$ cat src/rtl/smu_pkg.sv
package smu_pkg;
    localparam int NDIR = 4;
    localparam int DIR_N = 3;
    localparam int DIR_S = 2;
    localparam int DIR_W = 1;
    localparam int DIR_E = 0;

    typedef enum logic {
        SLOT_IDLE,
        SLOT_BUSY
    } slot_e;
endpackage

$ cat src/rtl/smu_drop_stage.sv
module smu_drop_stage
    import smu_pkg::*;
#(
    parameter int PIX_W = 8
) (
    input  logic                        clk,
    input  logic                        rst_n,
    input  logic                        adv,
    input  logic                        in_v,
    input  logic [PIX_W-1:0]            centre,
    input  logic [NDIR-1:0][PIX_W-1:0]  nbr,
    input  logic [NDIR-1:0]             nbr_ok,
    output logic                        v,
    output logic [NDIR-1:0][PIX_W-1:0]  drop,
    output logic [NDIR-1:0]             lower
);
    slot_e state, state_nx;
    logic [NDIR-1:0][PIX_W-1:0] drop_c;
    logic [NDIR-1:0]            lower_c;

    // next-state: LOAD, DRAIN or HOLD
    always_comb begin
        state_nx = state;
        unique case (state)
            SLOT_IDLE: if (adv && in_v)  state_nx = SLOT_BUSY;
            SLOT_BUSY: if (adv && !in_v) state_nx = SLOT_IDLE;
            default:   state_nx = SLOT_IDLE;
        endcase
    end

    always_ff @(posedge clk) begin
        if (!rst_n) state <= SLOT_IDLE;
        else        state <= state_nx;
    end

    for (genvar d = 0; d < NDIR; d++) begin : g_dir
        assign lower_c[d] = nbr_ok[d] && (nbr[d] < centre);
        assign drop_c[d]  = centre - nbr[d];
    end

    always_ff @(posedge clk) begin
        if (!rst_n) begin
            drop  <= '0;
            lower <= '0;
        end else if (adv) begin
            drop  <= drop_c;
            lower <= lower_c;
        end
    end

    always_comb v = (state == SLOT_BUSY);
endmodule

$ cat src/rtl/smu_pick_stage.sv
module smu_pick_stage
    import smu_pkg::*;
#(
    parameter int PIX_W = 8
) (
    input  logic                        clk,
    input  logic                        rst_n,
    input  logic                        adv,
    input  logic                        in_v,
    input  logic [NDIR-1:0][PIX_W-1:0]  drop,
    input  logic [NDIR-1:0]             lower,
    output logic                        v,
    output logic [NDIR-1:0]             mask,
    output logic                        is_min
);
    slot_e state, state_nx;
    logic [PIX_W-1:0] peak;
    logic [NDIR-1:0]  mask_c;

    always_comb begin
        state_nx = state;
        unique case (state)
            SLOT_IDLE: if (adv && in_v)  state_nx = SLOT_BUSY;
            SLOT_BUSY: if (adv && !in_v) state_nx = SLOT_IDLE;
            default:   state_nx = SLOT_IDLE;
        endcase
    end

    always_ff @(posedge clk) begin
        if (!rst_n) state <= SLOT_IDLE;
        else        state <= state_nx;
    end

    // largest drop among strictly lower neighbours
    always_comb begin
        peak = '0;
        for (int d = 0; d < NDIR; d++) begin
            if (lower[d] && drop[d] > peak) peak = drop[d];
        end
    end

    for (genvar d = 0; d < NDIR; d++) begin : g_tie
        assign mask_c[d] = lower[d] && (drop[d] == peak);
    end

    always_ff @(posedge clk) begin
        if (!rst_n) begin
            mask   <= '0;
            is_min <= 1'b0;
        end else if (adv) begin
            mask   <= mask_c;
            is_min <= ~|lower;
        end
    end

    always_comb v = (state == SLOT_BUSY);
endmodule

$ cat src/rtl/steep_mask_unit.sv
module steep_mask_unit
    import smu_pkg::*;
#(
    parameter int PIX_W = 8
) (
    input  logic              clk,
    input  logic              rst_n,
    input  logic              in_valid,
    output logic              in_ready,
    input  logic [PIX_W-1:0]  centre,
    input  logic [PIX_W-1:0]  nbr_n,
    input  logic [PIX_W-1:0]  nbr_s,
    input  logic [PIX_W-1:0]  nbr_w,
    input  logic [PIX_W-1:0]  nbr_e,
    input  logic [3:0]        nbr_ok,
    output logic              out_valid,
    input  logic              out_ready,
    output logic [3:0]        out_mask,
    output logic              out_is_min
);
    logic                        adv;
    logic                        s1_v;
    logic [NDIR-1:0][PIX_W-1:0]  nbr_all;
    logic [NDIR-1:0][PIX_W-1:0]  s1_drop;
    logic [NDIR-1:0]             s1_lower;

    assign nbr_all[DIR_N] = nbr_n;
    assign nbr_all[DIR_S] = nbr_s;
    assign nbr_all[DIR_W] = nbr_w;
    assign nbr_all[DIR_E] = nbr_e;

    assign adv      = !out_valid || out_ready;
    assign in_ready = adv;

    smu_drop_stage #(.PIX_W(PIX_W)) u_drop (
        .clk    (clk),
        .rst_n  (rst_n),
        .adv    (adv),
        .in_v   (in_valid),
        .centre (centre),
        .nbr    (nbr_all),
        .nbr_ok (nbr_ok),
        .v      (s1_v),
        .drop   (s1_drop),
        .lower  (s1_lower)
    );

    smu_pick_stage #(.PIX_W(PIX_W)) u_pick (
        .clk    (clk),
        .rst_n  (rst_n),
        .adv    (adv),
        .in_v   (s1_v),
        .drop   (s1_drop),
        .lower  (s1_lower),
        .v      (out_valid),
        .mask   (out_mask),
        .is_min (out_is_min)
    );
endmodule

$ cat config.mk
export PLATFORM = sky130hd
export DESIGN_NAME = steep_mask_unit
export DESIGN_NICKNAME = d
export VERILOG_FILES = /design/src/rtl/smu_pkg.sv /design/src/rtl/smu_drop_stage.sv /design/src/rtl/smu_pick_stage.sv /design/src/rtl/steep_mask_unit.sv
export SDC_FILE = /design/constraint.sdc
export NUM_CORES = 1
export LEC_CHECK = 0
export BUFFER_PORTS_ARGS = -buffer_cell sky130_fd_sc_hd__buf_2
export CORE_UTILIZATION = 30
export CTS_CLUSTER_DIAMETER = 120
export DETAILED_ROUTE_END_ITERATION = 10
export GPL_TIMING_DRIVEN = 0
export SETUP_SLACK_MARGIN = 0.15
export SYNTH_ARGS = -nofsm -noshare
export SYNTH_HDL_FRONTEND = slang
export SYNTH_SLANG_ARGS = --single-unit
export TNS_END_PERCENT = 100
$ cat constraint.sdc
create_clock -name clk -period 18.8 [get_ports clk]
set_clock_uncertainty 0.1 [all_clocks]
set_input_delay 5.64 -clock clk [delete_from_list [all_inputs] [get_ports clk]]
set_output_delay 5.64 -clock clk [all_outputs]
set_load 0.1 [all_outputs]
==> results by group <==
Synth
  • Sequential area share after synthesis: 18.09%
  • Number of synthesized flops with an enable pin: 0
  • Syn_area_per_cell: 7.334 µm²
  • Mapped Cells: 649
  • Synth Flop Type: dfxtp_1
  • FF+latch count, synth: 43
  • Yosys Warn Count: 0
  • Syn_nets: 757
  • Yosys cell types: 60
  • Asr flop ratio synth: 0%
  • Area of the mapped netlist: 4760 µm²

Setup path
  • CP delay by family, top: buffers and inverters
  • Setup Crit Path Kind: primary input to output pin
  • R2R Path Start: u_drop.lower[0]
  • Worst path slowest cell: buf_2
  • Type of origin of the critical path: primary input
  • Crit-path most repeated cell: buf_2
  • CP arrival: 7000 ps
  • Critical path's largest stage delay: 510 ps
  • Crit. End Element: output pin
  • Flop-to-flop setup slack: 11290 ps
  • CP Max Fanout: 10
  • Critical path required time: 13060 ps
  • R2R Path End: u_pick.mask[0]
  • CP Cell Sequence: buf_2, nor2b_1, clkbuf_1, inv_1, buf_1, buf_2
  • Reg2Reg Depth: 27
  • Crit path buf inv count: 5

STA
  • Final setup viols: 0
  • Hold Fails Final Rpt: 0
  • Min Clock Period, post-route: 12740 ps
  • Slew HR: 48.28%
  • Final TNS setup: 0 ps
  • Final WS setup: 6056 ps
  • Final Cycle Share: 67.78%
  • Final Slew Violations: 0
  • Unrepaired setup endpoints after global routing: no
  • Worst Tran Pin Value: 775.8 ps
  • Max Clk Rate: 0.07847 GHz

Placed design
  • Setup slack at placement: 6057 ps
  • Hpwl dp: 13.02 mm
  • GPL Wtd Cong: 0.9188
  • I/O Buffers: 54

Finish
  • Fillers: 1683
  • # diodes: 0
  • Area growth syn-to-layout: 14.20%
  • Commonest non-fill, non-tap cell in the layout: inv_1
  • Share of layout cells above drive strength 1: 11.53%
  • Most frequent cells in the layout: 79 x inv_1, 63 x nand2_1, 58 x buf_2
  • Nets: 818

GRT
  • Initial antenna violation count: 0
  • GRT Resource Usage Total: 20.01%
  • Congestion Overflow GR: 0
  • Pin count of the biggest net entering global routing: 14
  • First-pass GRT wire length: 25.11 mm
  • Vias in the first global route: 4636

Hold path
  • Hold Path Origin: u_pick.mask[2]
  • Worst hold endpoint: u_pick.mask[2]
  • Hold Path Depth: 2
  • Hold Crit Class: register to register

Floorplan
  • Chip Height: 128.0 µm
  • I/O pins: 55
  • Core outline area: 15310 µm²
  • Row cnt: 45
  • DIE AREA: 16370 µm²
  • Starting density of the core: 31.08%
  • Die Width: 128.0 µm

Clock network
  • Clk sinks: 43
  • Clk Latency, worst-skew pair: 300 ps
  • Cts hold-fix bufs: 0
  • H-tree Lvls: 2
  • Post-CTS setup buffer count: 0
  • CTS tree: done
  • Clock slew at reported path FFs: 60 ps
  • CTS Buf Count: 5
  • Max clock buf depth: 2
  • Post-CTS sizing: 0
  • Clock Root Buffer: clkbuf_16

Drt
  • Via density: 5.379
  • DR vias: 4959
  • Remaining DRCs: 0
  • Drt pass-1 iters: 5
  • Starting DRT DRC Count: 303
  • Wire per inst: 17.39 µm
  • Routed wire length: 16.04 mm
  • Post-DRT Antenna Nets: 0

Run
  • Max cap viols: 0

Power and ir drop
  • Pwr dens: 64.35 nW/µm²
  • Flop pwr share: 33.6%
  • Pleak: 0.002433 µW
  • Pint: 209.2 µW
  • Power share of the combinational group: 41.0%
  • Clk network pwr share: 25.5%
  • Highest ir drop seen on vdd: 0.03674 mV
  • Sw Ratio: 40.18%
  • Psw: 140.5 µW

Status
  • Status: completed
[registers in the layout, indices dropped and copies added, names as in the netlist, named ones only]
name,count
u_pick.mask,4
u_drop.lower,4
u_drop.drop,32
u_pick.is_min,1
[logic make-up (layout without fill, tap and decap cells)]
kind of cell	after synthesis	count (layout)	share of synthesized area, %
fa+ha+maj	60	60	16.40
simple gates	211	211	22.50
buf+inv	108	170	8.701
compound gates	210	210	31.18
xor+xnor	17	17	3.128
flops	43	43	18.09
[power groups by stage]
stage / logic, µW / clock network [µW] / registers [µW]
3_3_place_gp: 141 / 0 / 119
3_5_place_dp: 142 / 0 / 118
6_report: 143 / 89.1 / 117
2_1_floorplan: 102 / 0 / 114
5_1_grt: 161 / 92.4 / 118
4_1_cts: 143 / 87.6 / 116
[worst min-delay path, stage by stage, from the launching register on]
cell,delay (ps)
dfxtp_1,310
nand3_1,60
o31ai_1,60
[how the worst max path moves through the flow]
stage	startpoint	to	slack, ps	cells after the start
6_report	out_ready	in_ready	6060	6
5_1_grt	out_ready	in_ready	5960	6
4_1_cts	out_ready	in_ready	6060	6
3_5_place_dp	out_ready	in_ready	6060	6
3_3_place_gp	out_ready	in_ready	6040	6
2_1_floorplan	out_ready	in_ready	6120	4
[per-layer routing]
layer  global-route usage (%)  up-vias  wire [µm]
met5                        0        -          0
met4                    9.965        0        671
met3                    2.254       41        998
met2                    33.22      201       7375
met1                    25.64     2252       6990
li1                         -     2465          -
[Yosys cell counts, drive strengths merged, types with 12 or more instances]
cell type	number	area [µm²]
a21boi	21	157.7
nand2	63	236.5
o21ai	45	225.2
o31ai	29	227.7
inv	80	300.3
a21oi	30	168.9
nor2b	12	75.07
nor2	34	132.6
and2	25	156.4
clkbuf	20	75.07
nand4	19	118.9
ha	56	700.7
dfxtp	43	860.8
nand3	16	80.08
[stage by stage]
step                      util [%]  hold WS (ps)  cells  total power [µW]  cell area (µm²)
after floorplan                  -         340.6    649             216.6             4760
after global placement       34.57         357.5    914             260.1             5294
after detailed placement     34.57         359.6    914             260.1             5294
after CTS                    35.49         376.8    922             346.6             5435
after global routing         35.49         406.2    922             371.0             5435
final                        35.49         370.2    922             349.8             5435
[layout make-up]
cell class	count	area, µm²	share of cell area [%]
multi-input combinational	498	3485	64.11
clock buffer	6	128.9	2.371
buffer	28	113.9	2.095
inverter	80	300.3	5.525
sequential	43	860.8	15.84
clock inverter	2	12.51	0.2302
tap	211	264.0	4.857
timing repair buffer	54	270.3	4.972
No activity file was read; power rests on OpenSTA's default activity.
